`src/rtl/reset_hub_pkg.sv`:
```
package reset_hub_pkg;
  localparam int NSRC = 6;
  localparam int SRC_HV  = 0;
  localparam int SRC_LV  = 1;
  localparam int SRC_COP = 2;
  localparam int SRC_ILL = 3;
  localparam int SRC_SDR = 4;
  localparam int SRC_CKM = 5;

  typedef enum logic [1:0] {
    PM_RUN  = 2'd0,
    PM_WAIT = 2'd1,
    PM_STOP = 2'd2,
    PM_STOP_ALT = 2'd3
  } pmode_t;
endpackage

```
`src/rtl/rh_sync.sv`:
```
module rh_sync #(
  parameter int W      = 4,
  parameter int STAGES = 2
) (
  input  logic         clk,
  input  logic         rst,
  input  logic [W-1:0] d,
  output logic [W-1:0] q
);
  logic [W-1:0] stg [STAGES];

  always_ff @(posedge clk) begin
    if (rst) begin
      for (int i = 0; i < STAGES; i++) stg[i] <= '0;
    end else begin
      stg[0] <= d;
      for (int i = 1; i < STAGES; i++) stg[i] <= stg[i-1];
    end
  end

  assign q = stg[STAGES-1];
endmodule

```
`src/rtl/rh_hyst.sv`:
```
module rh_hyst (
  input  logic clk,
  input  logic rst,
  input  logic set_i,
  input  logic clr_i,
  output logic q_o
);
  always_ff @(posedge clk) begin
    if (rst)        q_o <= 1'b0;
    else if (set_i) q_o <= 1'b1;
    else if (clr_i) q_o <= 1'b0;
  end

  // trip level forces the held condition
  assert_hyst_set_R3: assert property (@(posedge clk) disable iff (rst)
    set_i |=> q_o);
  // release only without trip
  assert_hyst_hold_R4: assert property (@(posedge clk) disable iff (rst)
    (!set_i && !clr_i) |=> $stable(q_o));
endmodule

```
`src/rtl/rh_stretch.sv`:
```
module rh_stretch #(
  parameter int HOLD = 16
) (
  input  logic clk,
  input  logic rst,
  input  logic req_i,
  output logic rst_o
);
  localparam int CW = $clog2(HOLD + 1);
  logic [CW-1:0] cnt;

  always_ff @(posedge clk) begin
    if (rst) begin
      cnt   <= '0;
      rst_o <= 1'b0;
    end else begin
      rst_o <= req_i || (cnt != '0);
      if (req_i)           cnt <= CW'(HOLD);
      else if (cnt != '0)  cnt <= cnt - 1'b1;
    end
  end

  assert_req_asserts_R9: assert property (@(posedge clk) disable iff (rst)
    req_i |=> rst_o);
  assert_no_early_fall_R9: assert property (@(posedge clk) disable iff (rst)
    $fell(rst_o) |-> !$past(req_i));
endmodule

```
`src/rtl/reset_hub.sv`:
```
module reset_hub
  import reset_hub_pkg::*;
#(
  parameter int HOLD        = 16,
  parameter int SYNC_STAGES = 2
) (
  input  logic       clk,
  input  logic       rst,
  input  logic       hv_above_on,
  input  logic       hv_below_off,
  input  logic       lv_below_on,
  input  logic       lv_above_off,
  input  logic       cop_req,
  input  logic       illegal_req,
  input  logic       stopdis_req,
  input  logic       clkmon_req,
  input  logic       opt_hv_en,
  input  logic       opt_clkmon_en,
  input  logic       ulp_sel,
  input  logic [1:0] pmode,
  input  logic       clr_stb,
  input  logic [5:0] clr_mask,
  output logic       sys_rst,
  output logic       wake_req,
  output logic [5:0] cause
);
  localparam int NCMP = 4;

  logic [NCMP-1:0] cmp_s;
  logic            hv_hold, lv_hold;
  logic [NSRC-1:0] qual;
  logic            any_q, in_run, in_wait;
  pmode_t          pm;

  rh_sync #(.W(NCMP), .STAGES(SYNC_STAGES)) u_sync (
    .clk(clk), .rst(rst),
    .d({lv_above_off, lv_below_on, hv_below_off, hv_above_on}),
    .q(cmp_s)
  );

  rh_hyst u_hv (.clk(clk), .rst(rst), .set_i(cmp_s[0]), .clr_i(cmp_s[1]), .q_o(hv_hold));
  rh_hyst u_lv (.clk(clk), .rst(rst), .set_i(cmp_s[2]), .clr_i(cmp_s[3]), .q_o(lv_hold));

  assign pm      = pmode_t'(pmode);
  assign in_run  = (pm == PM_RUN);
  assign in_wait = (pm == PM_WAIT);

  always_comb begin
    qual          = '0;
    qual[SRC_HV]  = hv_hold && opt_hv_en && !ulp_sel;
    qual[SRC_LV]  = lv_hold;
    qual[SRC_COP] = cop_req && (in_run || in_wait);
    qual[SRC_ILL] = illegal_req && in_run;
    qual[SRC_SDR] = stopdis_req && in_run;
    qual[SRC_CKM] = clkmon_req && opt_clkmon_en;
  end

  assign any_q = |qual;

  rh_stretch #(.HOLD(HOLD)) u_str (.clk(clk), .rst(rst), .req_i(any_q), .rst_o(sys_rst));

  always_ff @(posedge clk) begin
    if (rst) begin
      cause    <= '0;
      wake_req <= 1'b0;
    end else begin
      wake_req <= any_q && !in_run;
      if (qual[SRC_LV]) cause <= qual;
      else              cause <= (cause & ~(clr_stb ? clr_mask : 6'd0)) | qual;
    end
  end

  // flags never drop without a strobe or an under-voltage wipe
  assert_sticky_R11: assert property (@(posedge clk) disable iff (rst)
    (!clr_stb && !qual[SRC_LV]) |=> ((cause & $past(cause)) == $past(cause)));
  // a wake request always comes with the system reset
  assert_wake_with_rst_R10: assert property (@(posedge clk) disable iff (rst)
    wake_req |-> sys_rst);
  // a watchdog request in stop mode alone never raises the cause bit
  assert_cop_stop_R6: assert property (@(posedge clk) disable iff (rst)
    (!in_run && !in_wait && !clr_stb && !qual[SRC_LV] && !cause[SRC_COP]) |=> !cause[SRC_COP]);
endmodule

```
`config.mk`:
```
export PLATFORM = sky130hd
export DESIGN_NAME = reset_hub
export DESIGN_NICKNAME = d
export VERILOG_FILES = /design/src/rtl/reset_hub_pkg.sv /design/src/rtl/rh_sync.sv /design/src/rtl/rh_hyst.sv /design/src/rtl/rh_stretch.sv /design/src/rtl/reset_hub.sv
export SDC_FILE = /design/constraint.sdc
export NUM_CORES = 1
export LEC_CHECK = 0
export BUFFER_PORTS_ARGS = -buffer_cell sky130_fd_sc_hd__buf_2
export CAP_MARGIN = 30
export CORE_AREA = 2 2 53 55
export CTS_CLUSTER_SIZE = 30
export DETAILED_ROUTE_END_ITERATION = 10
export DIE_AREA = 0 0 55 57
export PLACE_DENSITY = 0.6
export SYNTH_ARGS = -nofsm -noshare
export SYNTH_HDL_FRONTEND = slang
export SYNTH_SLANG_ARGS = --single-unit
```
`constraint.sdc`:
```
create_clock -name clk -period 2.5 [get_ports clk]
set_input_delay 0 -clock clk [delete_from_list [all_inputs] [get_ports clk]]
set_output_delay 0 -clock clk [all_outputs]
set_load 0.01 [all_outputs]
```
==> results of run 1 <==
==> power groups by stage <==
| stage | Clock, mW | Sequential (mW) | Combinational [mW] |
|---|---|---|---|
| global route | 0.198 | 0.406 | 0.153 |
| finish | 0.172 | 0.402 | 0.135 |
| detailed placement | 0 | 0.410 | 0.123 |
| CTS | 0.183 | 0.402 | 0.136 |
| floorplan | 0 | 0.412 | 0.0784 |
| global placement | 0 | 0.409 | 0.120 |
==> cells by family (layout without fill, tap and decap cells) <==
logic type               count (synthesis)  after routing
AO/OA/AOI/OAI                           17             17
XOR/XNOR                                 1              1
multiplexers                             2              2
buffers and inverters                    7             48
adder cells (fa/ha/maj)                  1              1
flip-flops                              23             23
AND/OR/NAND/NOR                         36             36
==> critical path, cell delays in order <==
cell and delay (ns):
dlygate4sd3_1 0.53, buf_2 0.14, nand2_1 0.05, dlygate4sd3_1 0.54
a21oi_1 0.06, dlygate4sd3_1 0.56
==> worst max path at each step <==
stage	startpoint	to	slack (ns)	cells after the start
after detailed placement	u_str.cnt[0]	u_str.cnt[1]	0.92	5
after global placement	u_str.cnt[0]	u_str.cnt[1]	1.02	5
after CTS	opt_clkmon_en	cause[5]	0.86	6
after global routing	u_str.cnt[0]	u_str.cnt[1]	0.76	5
final	opt_clkmon_en	cause[5]	0.83	6
after floorplan	u_str.cnt[0]	u_str.cnt[1]	1.06	5
==> state kept, by name, summed over array words and instances (netlist names) <==
| register | flops |
|---|---|
| cause | 6 |
| u_str.cnt | 5 |
| u_lv.q_o | 1 |
| u_str.rst_o | 1 |
| wake_req | 1 |
| u_sync.stg | 8 |
| u_hv.q_o | 1 |
==> per-layer routing <==
layer  share of wire  vias up  GRT usage
met3           0.084        0    0.06021
met1            0.44      342     0.1412
met2            0.47       28     0.2126
met5               0        -          0
li1                -      383          -
met4               0        0    0.02787
==> stage by stage <==
stage | utilization | worst slack, ns | area, sq um | cells | power [mW]
2_1_floorplan | - | 1.057 | 864.6 | 87 | 0.4907
3_3_place_gp | 0.3981 | 1.016 | 1041 | 145 | 0.5289
3_5_place_dp | 0.3981 | 0.9225 | 1041 | 145 | 0.5337
4_1_cts | 0.4478 | 0.8580 | 1171 | 159 | 0.7216
5_1_grt | 0.4478 | 0.7581 | 1171 | 159 | 0.7566
6_report | 0.4478 | 0.8320 | 1171 | 159 | 0.7088
==> layout by cell type (no fill, tap or decap), drive strengths merged, types with 2 or more instances in the layout <==
cell type     n
a2111oi       2
a21oi         4
a31oi         4
a32oi         2
buf          29
clkbuf        3
dfxtp        23
dlygate4sd3  10
inv           5
mux2          2
nand2         7
nand2b        3
nor2          8
nor2b         9
nor3          2
nor4          3
o21ai         3
==> cell type report <==
cell class                 instances  area, sq um  share of cell area
clock inverter                     1        7.507            0.006410
inverter                           5        18.77             0.01603
tap                               31        38.79             0.03312
timing repair buffer              39        245.2              0.2094
sequential                        23        460.4              0.3932
multi-input combinational         57        377.9              0.3227
clock buffer                       3        22.52             0.01923
==> reports/metrics.yaml, run 1 <==
power:
  p_sw_frac: 0.2618
  power.internal_uw: 523.3
  switchingPower_uw: 185.5
  power_density_nw_per_um2: 605.2
  pwr-share-clk: 0.242
  p_comb_frac: 0.190
  seqPwrFrac: 0.567
  leakagePower_nw: 0.5003
  ir_drop_uv: 458.6
logic_synthesis:
  synth_top_family_by_area: "simple AND/OR/NAND/NOR gates"
  synth-async-reset-ratio: 0
  synth_xor_area_frac: 0.01013
  synth_area_leaders: "dfxtp_1 (53%), nor2b_1 (5.8%), a2111oi_2 (3.5%)"
  ys_types: 25
  synth_edf_count: 0
  synth-simple-area-share: 0.2402
  synth_fa_ha_area_frac: 0.01447
  synth_compound_area_frac: 0.1462
  synth.avg_cell_area_sq_um: 9.938
  yosys_warnings: 0
  synth_fp_nets: 110
  synth_ff_type: "dfxtp_1"
  ys_ff_latch: 23
  synth_area_leader_cell: "dfxtp_1"
  synth_area_sq_um: 864.6
  ys_seq_area_frac: 0.5326
  yosysMostFrequentCell: "dfxtp_1"
  synth_commonest_cells: "dfxtp_1 (23), nor2_1 (8), nor2b_1 (8), nand2_1 (7), inv_1 (5)"
  yosysTopAreaCellShare: 0.5326
  syn_inst: 87
  synthMuxAreaShare: 0.02605
global_routing:
  grt_max_degree: 24
  overflow: 0
  grt_pass1_vias: 745
  grt_first_pass_wirelength_mm: 2.835
  antenna_found_initial: 0
  grt.total_usage: 0.1260
setup_path:
  start_kind: "input pin"
  r2r-start: "u_str.cnt[0]"
  critPathCaptureType: "flop"
  r2r-end: "u_str.cnt[1]"
  worstRegToRegCells: 5
  regToRegSetupSlack_ns: 0.86
  critPathKind: "in -> reg"
  worstPathRequired_ns: 2.71
  path_max_fanout: 3
  critPathArrivalTime_ns: 1.88
sta:
  tns_ns: 0
  whs_ns: 0.01377
  fin_skew_ns: 0.004092
  post-route-period-util: 0.6672
  rsz0062_at_grt: "no"
  slew_violations: 0
  relSlewSlack: 0.6905
  hold_viol: 0
  fin_crit_ns: 1.668
  finalSetupViolCount: 0
  fmax_ghz: 0.5995
  tightestPinTransition_ns: 0.4633
detailed_routing:
  dr.pass1.iters: 4
  via_per_inst: 4.736
  vias: 753
  totalWireLength_mm: 1.759
  post-route-drc-count: 0
  first_iter_violations: 12
  antenna_left: 0
  wl_per_cell_um: 11.06
clock_tree:
  clk_path_buf_depth: 2
  clkTransAtPathRegs_ns: 0.12
  cts_setup_buffers: 0
  tritoncts: "done"
  clock-sinks: 23
  cts_resized: 0
  insertion_delay_ns: 0.31
  cts_hold_buf: 10
  cts_max_level: 1
  cts_buffers: 3
  cts-root-buf: "clkbuf_4"
floorplan:
  die_w_um: 55
  core_region_area_sq_um: 2615
  initial_core_util: 0.3306
  die_y_um: 57
  rows: 19
  io_pins: 30
  die_area_sq_um: 3135
hold_path:
  hold_path_end: "cause[0]"
  worst_hold_path.num_cells: 4
  hold_path_class: "in -> reg"
  hp-start: "clr_mask[0]"
place:
  numPortBuffers: 29
  dp_hpwl_mm: 1.269
  gp_congestion: 0.8107
outcome:
  status: "finished, final reports clean"
flow_run:
  max_cap_violations: 0
finish:
  fin_nets: 152
  drive_above_1_share: 0.3047
  syn_to_final_growth_pct: 35.46
  fillCellCount: 260
  diodes: 0
No activity file was read; power rests on OpenSTA's default activity.
==> run 2: changes to the inputs <==
Settings changed: PLACE_DENSITY 0.6 to 0.62.
Clock period 2.5 ns to 1.35 ns, I/O delays scaled along.
==> reports/metrics.yaml, run 2 (same netlist as run 1, synthesis figures left out) <==
outcome:
  status: "finished, violations left"
  violations: "setup timing"
finish:
  top_regs: "u_sync.stg x8, cause x6, u_str.cnt x5"
  postLayoutCoreUtil: 0.4732
  top_register: "u_sync.stg"
  stdcell_count: 162
  fin_nets: 155
  final_cell_mix: "buf_2 (29), dfxtp_1 (22), dlygate4sd3_1 (10)"
  largest_reg_flops: 8
  drive_above_1_share: 0.3664
  syn_to_final_growth_pct: 43.13
  diodes: 0
  layout_commonest_cell: "buf_2"
clock_tree:
  cts_max_level: 1
  cts_buffers: 3
  tritoncts: "done"
  clkTransAtPathRegs_ns: 0.12
  clk_path_buf_depth: 2
  cts-root-buf: "clkbuf_4"
  insertion_delay_ns: 0.30
  clock-sinks: 23
detailed_routing:
  first_iter_violations: 10
  antenna_left: 0
  wl_per_cell_um: 11.72
  totalWireLength_mm: 1.899
  dr.pass1.iters: 4
  vias: 774
  via_per_inst: 4.778
  post-route-drc-count: 0
global_routing:
  grt.total_usage: 0.1357
  grt_max_degree: 24
  grt_first_pass_wirelength_mm: 3.146
  overflow: 0
  grt_pass1_vias: 813
  antenna_found_initial: 0
sta:
  fmax_ghz: 0.7363
  relSlewSlack: 0.6795
  finalSetupViolCount: 1
  rsz0062_at_grt: "yes"
  slew_violations: 0
  post-route-period-util: 1.006
  tightestPinTransition_ns: 0.4799
  fin_crit_ns: 1.358
  hold_viol: 0
  fin_skew_ns: 0.0005397
  setup_ws_ns: -0.008075
setup_path:
  critPathArrivalTime_ns: 1.58
  worstPathRequired_ns: 1.57
  crit_path_start: "u_str.cnt[0]"
  max_stage_delay_ns: 0.35
  critPathCaptureType: "flop"
  slowest_stage: "mux2_4"
  critPathKind: "reg -> reg"
  cp_num_buf_inv: 1
  path_max_fanout: 2
  cpLargestDelayFamily: "simple AND/OR/NAND/NOR gates"
  r2r-start: "u_str.cnt[0]"
  crit_chain: "inv_2 > ha_4 > nor4b_4 > mux2_4 > nor4_4"
  start_kind: "flop"
place:
  numPortBuffers: 29
  dp_hpwl_mm: 1.378
  dp_cells: 147
  gp_congestion: 0.7411
power:
  seqPwrFrac: 0.543
  power.internal_mw: 1.020
  switchingPower_uw: 362.3
  pwr-share-clk: 0.224
  ir_drop_uv: 823.0
  power_density_nw_per_um2: 1117
  leakagePower_nw: 0.5300
  p_comb_frac: 0.234
  p_sw_frac: 0.2621
floorplan:
  rows: 19
  die_area_sq_um: 3135
  die_w_um: 55
  io_pins: 30
  core_region_area_sq_um: 2615
  initial_core_util: 0.3306
  die_y_um: 57
flow_run:
  max_cap_violations: 0
hold_path:
  hp-start: "clr_mask[2]"
  hold_path_class: "in -> reg"
## run 2: worst paths after layout
check            endpoint  slack (ns)  cells after the start
max reg2reg  u_str.cnt[1]      -0.008                      5
min reg2reg      u_lv.q_o        0.45                      2
max          u_str.cnt[1]      -0.008                      5
min              cause[2]        0.03                      4
## run 2: power by group through the flow
stage          logic [mW]  clock network [mW]  registers [mW]
2_1_floorplan       0.155                   0           0.767
3_3_place_gp        0.250                   0           0.763
3_5_place_dp        0.259                   0           0.764
4_1_cts             0.299               0.325           0.749
5_1_grt             0.358               0.350           0.757
6_report            0.323               0.309           0.750
## run 2: repair_timing
action,CTS,global route
hold endpoints to repair,8,0
gates resized for setup,2,5
cloned,0,0
endpoints found under the setup margin,1,4
setup buffers,0,1
pin swaps,0,2
hold buffers,10,0
## run 2: final cells by class
type | count | area (sq um)
inverters | 5 | 18.77
fillers | 261 | 1378
clock buffers | 4 | 26.28
multi-input cells | 57 | 424.2
well taps | 31 | 38.79
repair buffers | 42 | 267.8
flip-flops and latches | 23 | 461.7
## run 2: through the flow
stage                     cell area (sq um)  setup slack (ns)  setup TNS [ns]  total power [mW]  hold slack [ns]
final                                  1237         -0.008075       -0.008075             1.382          0.03174
after global routing                   1237          -0.06354         -0.1159             1.465          0.05600
after CTS                              1204          -0.03997        -0.03997             1.373          0.01766
after detailed placement               1067          -0.05702        -0.05702             1.024           0.2238
after global placement                 1067           0.05690               0             1.013           0.2102
after floorplan                       875.8         -0.001984       -0.001984            0.9219          0.06886
## run 2: layer usage
| layer | track usage | wire (um) |
|---|---|---|
| met1 | 0.1504 | 854 |
| met4 | 0.04878 | 17 |
| met2 | 0.2398 | 903 |
| met5 | 0 | 0 |
| met3 | 0.03665 | 124 |
## run 2: worst register-to-register path, cell delays in order, from the launching register on
cell and delay (ns):
dfxtp_1 0.34, inv_2 0.08, ha_4 0.13, nor4b_4 0.25
mux2_4 0.35, nor4_4 0.13
